[config.mk]
export PLATFORM = sky130hd
export DESIGN_NAME = task_slot_seq
export DESIGN_NICKNAME = d
export VERILOG_FILES = /design/src/rtl/task_seq_pkg.sv /design/src/rtl/slot_pattern_reg.sv /design/src/rtl/slot_pointer.sv /design/src/rtl/wait_handler.sv /design/src/rtl/task_slot_seq.sv
export SDC_FILE = /design/constraint.sdc
export NUM_CORES = 1
export LEC_CHECK = 0
export BUFFER_PORTS_ARGS = -buffer_cell sky130_fd_sc_hd__buf_2
export CAP_MARGIN = 20
export CORE_MARGIN = 2
export CORE_UTILIZATION = 45
export CTS_CLUSTER_DIAMETER = 200
export DETAILED_ROUTE_END_ITERATION = 6
export PLACE_DENSITY = 0.74
export REMOVE_ABC_BUFFERS = 1
export SETUP_SLACK_MARGIN = 0.3
export SYNTH_ARGS = -nofsm -noshare
export SYNTH_HDL_FRONTEND = slang
export SYNTH_HIERARCHICAL = 1
export SYNTH_SLANG_ARGS = --single-unit
[constraint.sdc]
create_clock -name clk -period 1.75 [get_ports clk]
set_input_delay 0.0875 -clock clk [delete_from_list [all_inputs] [get_ports clk]]
set_output_delay 0.0875 -clock clk [all_outputs]
set_load 0.02 [all_outputs]
[src/rtl/task_seq_pkg.sv]
package task_seq_pkg;
    localparam int NUM_TASKS = 4;
    localparam int TID_W     = $clog2(NUM_TASKS);
    localparam int SLOTS     = 16;
    localparam int PAT_W     = SLOTS * TID_W;
    localparam int LEN_W     = $clog2(SLOTS + 1);
    localparam int PTR_W     = $clog2(SLOTS);
    localparam int ADDR_W    = 16;

    typedef logic [TID_W-1:0]  tid_t;
    typedef logic [PAT_W-1:0]  pattern_t;
    typedef logic [LEN_W-1:0]  len_t;
    typedef logic [PTR_W-1:0]  ptr_t;

    typedef struct packed {
        logic              valid;
        tid_t              tid;
        logic [ADDR_W-1:0] addr;
    } issue_t;

    // Active rotation length: one past the highest non-zero slot, minimum 1.
    function automatic len_t active_len(input pattern_t p);
        int top;
        top = 0;
        for (int i = 0; i < SLOTS; i++) begin
            if (p[i*TID_W +: TID_W] != '0) top = i + 1;
        end
        if (top == 0) top = 1;
        return top[LEN_W-1:0];
    endfunction
endpackage

[src/rtl/slot_pattern_reg.sv]
module slot_pattern_reg
    import task_seq_pkg::*;
(
    input  logic     clk,
    input  logic     rst,
    input  logic     load,
    input  pattern_t data,
    output pattern_t pattern,
    output logic     multi,
    output len_t     loop_len
);
    always_ff @(posedge clk) begin
        if (rst) begin
            pattern  <= '0;
            multi    <= 1'b0;
            loop_len <= len_t'(1);
        end else if (load) begin
            pattern  <= data;
            multi    <= |data;
            loop_len <= active_len(data);
        end
    end

    AST_MODE_FOLLOWS_LOAD: assert property (@(posedge clk) disable iff (rst)
        load |=> (multi == $past(|data)));
    AST_MODE_HELD: assert property (@(posedge clk) disable iff (rst)
        !load |=> $stable(multi));
endmodule

[src/rtl/slot_pointer.sv]
module slot_pointer
    import task_seq_pkg::*;
(
    input  logic clk,
    input  logic rst,
    input  logic restart,
    input  len_t loop_len,
    output ptr_t ptr
);
    logic [LEN_W-1:0] ptr_inc;
    assign ptr_inc = LEN_W'(ptr) + LEN_W'(1);

    always_ff @(posedge clk) begin
        if (rst || restart) begin
            ptr <= '0;
        end else if (ptr_inc >= loop_len) begin
            ptr <= '0;
        end else begin
            ptr <= ptr + ptr_t'(1);
        end
    end

    AST_PTR_RESTART: assert property (@(posedge clk) disable iff (rst)
        restart |=> (ptr == '0));
endmodule

[src/rtl/wait_handler.sv]
module wait_handler
    import task_seq_pkg::*;
(
    input  logic   multi,
    input  issue_t waiting,
    output logic   stall,
    output issue_t redirect
);
    always_comb begin
        stall          = waiting.valid & ~multi;
        redirect.valid = waiting.valid & multi;
        redirect.tid   = waiting.tid;
        redirect.addr  = waiting.addr;
    end
endmodule

[src/rtl/task_slot_seq.sv]
module task_slot_seq
    import task_seq_pkg::*;
(
    input  logic              clk,
    input  logic              rst,
    input  logic              pat_load,
    input  logic [PAT_W-1:0]  pat_data,
    input  logic              wait_req,
    input  logic [TID_W-1:0]  wait_tid,
    input  logic [ADDR_W-1:0] wait_addr,
    output logic [TID_W-1:0]  cur_tid,
    output logic              multi_mode,
    output logic              stall,
    output logic              redir_valid,
    output logic [TID_W-1:0]  redir_tid,
    output logic [ADDR_W-1:0] redir_addr
);
    pattern_t pattern;
    len_t     loop_len;
    ptr_t     ptr;
    issue_t   waiting;
    issue_t   redirect;
    tid_t     slot_tid [SLOTS];

    slot_pattern_reg u_pat (
        .clk      (clk),
        .rst      (rst),
        .load     (pat_load),
        .data     (pat_data),
        .pattern  (pattern),
        .multi    (multi_mode),
        .loop_len (loop_len)
    );

    slot_pointer u_ptr (
        .clk      (clk),
        .rst      (rst),
        .restart  (pat_load),
        .loop_len (loop_len),
        .ptr      (ptr)
    );

    for (genvar s = 0; s < SLOTS; s++) begin : g_slot
        assign slot_tid[s] = pattern[s*TID_W +: TID_W];
    end

    assign cur_tid = slot_tid[ptr];

    assign waiting.valid = wait_req;
    assign waiting.tid   = wait_tid;
    assign waiting.addr  = wait_addr;

    wait_handler u_wait (
        .multi    (multi_mode),
        .waiting  (waiting),
        .stall    (stall),
        .redirect (redirect)
    );

    assign redir_valid = redirect.valid;
    assign redir_tid   = redirect.tid;
    assign redir_addr  = redirect.addr;

    AST_PTR_IN_LOOP: assert property (@(posedge clk) disable iff (rst)
        (LEN_W'(ptr) < loop_len));
    AST_STALL_REDIR_EXCL: assert property (@(posedge clk) disable iff (rst)
        !(stall && redir_valid));
    AST_STALL_ONLY_SINGLE: assert property (@(posedge clk) disable iff (rst)
        stall |-> !multi_mode);
    AST_REDIR_TARGET: assert property (@(posedge clk) disable iff (rst)
        redir_valid |-> (multi_mode && redir_addr == wait_addr && redir_tid == wait_tid));
    AST_SINGLE_TID_ZERO: assert property (@(posedge clk) disable iff (rst)
        !multi_mode |-> (cur_tid == '0));
endmodule

==> summary.md <==
| Metric | Value |
|---|---|
| Die height | 74.6 µm |
| Fmax | 532 MHz |
| Maximum Capacitance Violations | 0 |
| Power density of the placed cells | 752 nW/µm² |
| Data required time of the critical path | 1.66 ns |
| Static leakage | 1.18 nW |
| Remaining antenna violation count after routing | 0 |
| Biggest fanout along the worst timing path | 5 |
| Worst reg2reg endpoint | u_ptr/ptr[3] |
| Power dissipated by switching net loads | 0.537 mW |
| First-pass GRT wire length | 9380 µm |
| Cell occurring most often along the worst timing path | sky130_fd_sc_hd__buf_6 |
| Tightest slew margin relative to the limit | 67.6% |
| Largest net degree at the start of global routing | 31 |
| Sort of element at the end of the critical path | output port |
| Maximum clock path buffer count | 2 |
| Total Nets Final | 333 |
| Fraction of synthesized cell area in xor and xnor cells | 0.781% |
| Maximum single-stage delay on the critical path | 0.50 ns |
| Vias in the first global route | 1904 |
| Die Wd | 74.6 µm |
| Worst setup skew after layout | 0.00154 ns |
| Min Tclk post-route | 1.88 ns |
| Total count of max-transition violations in the final report | 0 |
| Detailed-route via count | 1882 |
| Worst setup slack after placement | -0.0719 ns |
| Placed wire-length estimate after detailed placement | 4140 µm |
| Fraction of power consumed by sequential logic | 50.9% |
| Core occupancy in the finished layout | 57.1% |
| Initial antenna violation count | 0 |
| Reg-to-Reg Start | u_ptr/ptr[0] |
| Logic gate share of total power | 17.8% |
| Top post-synthesis cells by area | sky130_fd_sc_hd__dfxtp_1 (38%), sky130_fd_sc_hd__mux2i_1 (14%), sky130_fd_sc_hd__nor2_1 (7.7%), sky130_fd_sc_hd__buf_4 (6.0%), sky130_fd_sc_hd__mux4_1 (4.7%) |
| Count of antenna diodes in the layout | 0 |
| CTS Root Buffer Type | sky130_fd_sc_hd__clkbuf_8 |
| WL final | 5720 µm |
| Final setup viols | 4 |
| Std-Cell Core Area | 4750 µm² |
| Violated checks | negative setup slack |
| Most common cell after layout, fill and taps aside | sky130_fd_sc_hd__nor2_1 |
| Number of port buffers | 40 |
| Seq/Total Area, Yosys | 37.5% |
| Cells along the critical path | buf_6, buf_6, mux4_2, a22oi_2, nand3_2, buf_6 |
| Tcrit/Tclk final | 107% |
| Detailed-router iteration count before antenna repair | 4 |
| Hold_sp | pat_data[0] |
| DR DRC count | 0 |
| Synth area leader | sky130_fd_sc_hd__dfxtp_1 |
| Filler cell count in the final layout | 458 |
| Cts hold-fix bufs | 0 |
| Combinational family with the most area after synthesis | multiplexers |
| Part of the total power dissipated in the clock network | 31.3% |
| Share of synthesized area spent on multiplexers | 23.0% |
| Clock insertion delay at the later pin of the skew report | 0.28 ns |
| Fraction of final layout cells sized beyond drive strength 1 | 33.2% |
| Arrival time of data at the critical path endpoint | 1.79 ns |
| Total Routing Usage GR | 22.8% |
| Synth Warn # | 6 |
| Hold EP | u_pat/pattern[0] |
| Commonest non-fill, non-tap cells in the layout | sky130_fd_sc_hd__nor2_1 (46), sky130_fd_sc_hd__dfxtp_1 (40), sky130_fd_sc_hd__buf_2 (38), sky130_fd_sc_hd__mux2i_1 (32), sky130_fd_sc_hd__buf_4 (13) |
| Internal Pwr Total | 1.51 mW |
| Flop2flop setup slack | -0.06 ns |
| Fraction of post-synthesis cell area in the top cell type by area | 37.5% |
| Setup Crit Path Kind | register to output port |
| Min-Delay Path Depth | 3 |
| Kind of launch point of the worst setup path | register |
| Final estimated routing congestion in global placement | 0.875 |
| Routed via count divided by cell count | 5.52 |
| Synthesized netlist cell count | 236 |
| H-tree lvl count | 2 |
| Adder and majority gate portion of the synthesized area | 3.35% |
| Number of I/O pins | 77 |
| Result of the run | finished, violations left |
| Switching part of the total | 26.3% |
| Area of the die | 5560 µm² |
| Layout area overhead | 21.1% |
| Synthesized cell area | 2240 µm² |
| Iter 0 DRT Violations | 98 |
| Transition time of the tightest slew-check pin | 0.482 ns |
| Number of distinct standard cells referenced by the synthesized netlist | 37 |
| Drt wl/cell | 16.8 µm |
| RSZ-0062 raised after global routing | true |
| TritonCTS Sinks | 42 |
| Max stage delay cell, worst path | sky130_fd_sc_hd__mux4_2 |
| Starting utilization of the core area | 47.2% |
| Sum of internal, switching and leakage power | 2.04 mW |
| Final WS setup | -0.129 ns |
| Final hold violation count | 0 |
| Clock tree from TritonCTS | done |
| Worst-case vdd ir drop | 0.524 mV |
| Path class of the lowest-slack min-delay path | input pin to register |
| Synthesized flop and latch total | 42 |
| CTS buffer count | 5 |
| R2R cell count | 6 |
| Share of the synthesized area in compound gates (AO/OA/AOI/OAI) | 9.10% |
| Core Rows | 25 |
| Clock-pin slew on the worst setup and hold paths | 0.08 ns |
| Grt ovf | 0 |
| Simple-gate portion of the synthesized area | 17.1% |
| Syn Area/Cell | 9.50 µm² |
[flip-flops by register name, indices dropped and copies added (netlist names)]
name            count
u_pat/loop_len      5
u_pat/multi         1
u_pat/pattern      32
u_ptr/ptr           4
[metal layers]
| layer | up-vias | share of wire (%) | GRT usage [%] | routed length [µm] |
|---|---|---|---|---|
| met5 | - | 0 | 0 | 0 |
| met4 | 0 | 1.4 | 6.35 | 82 |
| met3 | 6 | 8.5 | 8.27 | 484 |
| met2 | 88 | 46 | 36.3 | 2630 |
| met1 | 891 | 44 | 29.4 | 2530 |
| li1 | 897 | - | - | - |
[power groups by stage]
stage | Sequential, mW | Clock [mW] | Combinational [mW]
2_1_floorplan | 1.06 | 0 | 0.159
3_3_place_gp | 1.06 | 0 | 0.316
3_5_place_dp | 1.06 | 0 | 0.321
4_1_cts | 1.04 | 0.647 | 0.350
5_1_grt | 1.05 | 0.700 | 0.398
6_report | 1.04 | 0.639 | 0.363
[layout make-up]
| class | instances | area [µm²] | area share, % |
|---|---|---|---|
| Sequential cell | 42 | 843 | 31.0 |
| Multi-Input combinational cell | 160 | 1290 | 47.5 |
| Tap cell | 67 | 83.8 | 3.09 |
| Clock inverter | 1 | 5.00 | 0.184 |
| Timing Repair Buffer | 58 | 384 | 14.1 |
| Clock buffer | 7 | 86.3 | 3.18 |
| Inverter | 6 | 22.5 | 0.829 |
[timing repair]
action	4_1_cts	5_1_grt
setup endpoints to repair	6	6
pin swaps	8	4
setup buffers	3	1
resized for setup	25	3
[critical path: cells and delay by family (launching register included)]
family | cells | cell delay [ns]
AO/OA/AOI/OAI | 1 | 0.17
AND/OR/NAND/NOR | 1 | 0.10
buffers and inverters | 3 | 0.40
flip-flops | 1 | 0.34
multiplexers | 1 | 0.50
[logic make-up after synthesis]
logic type	count (synthesis)
fa+ha+maj	6
flops	42
simple gates	83
xor+xnor	2
compound gates	29
mux	40
buf+inv	34
[how the worst max path moves through the flow]
stage / startpoint / end / slack (ns)
3_3_place_gp: u_ptr/ptr[0] / u_ptr/ptr[3] / -0.001
3_5_place_dp: u_ptr/ptr[0] / u_ptr/ptr[3] / -0.07
4_1_cts: u_ptr/ptr[0] / cur_tid[1] / -0.11
2_1_floorplan: u_ptr/ptr[0] / u_ptr/ptr[0] / -0.26
6_report: u_ptr/ptr[0] / cur_tid[1] / -0.13
5_1_grt: u_ptr/ptr[0] / cur_tid[1] / -0.22
[cell usage after synthesis, drive strengths merged]
cell,n
a2111o,1
a2111oi,1
a211oi,2
a21oi,6
a22oi,3
a311oi,4
a31oi,3
and2,1
and2b,1
and3,1
buf,22
clkbuf,6
dfxtp,42
ha,6
inv,6
mux2i,32
mux4,8
nand2,12
nand2b,1
nand3,6
nand4,1
nor2,46
nor2b,3
nor3,1
nor3b,1
nor4,8
o211ai,1
o21ai,5
o31a,1
o31ai,2
or4,1
xor2,2
[through the flow]
stage               cell area, µm²  setup TNS, ns  hold slack [ns]  cells
floorplan                     2060         -0.908            0.157    208
global placement              2460       -0.00140            0.175    329
detailed placement            2460         -0.129            0.175    329
CTS                           2690         -0.219           0.0648    340
global route                  2720         -0.726           0.0692    341
finish                        2720         -0.327           0.0638    341
(Power assumes the default switching activity.)
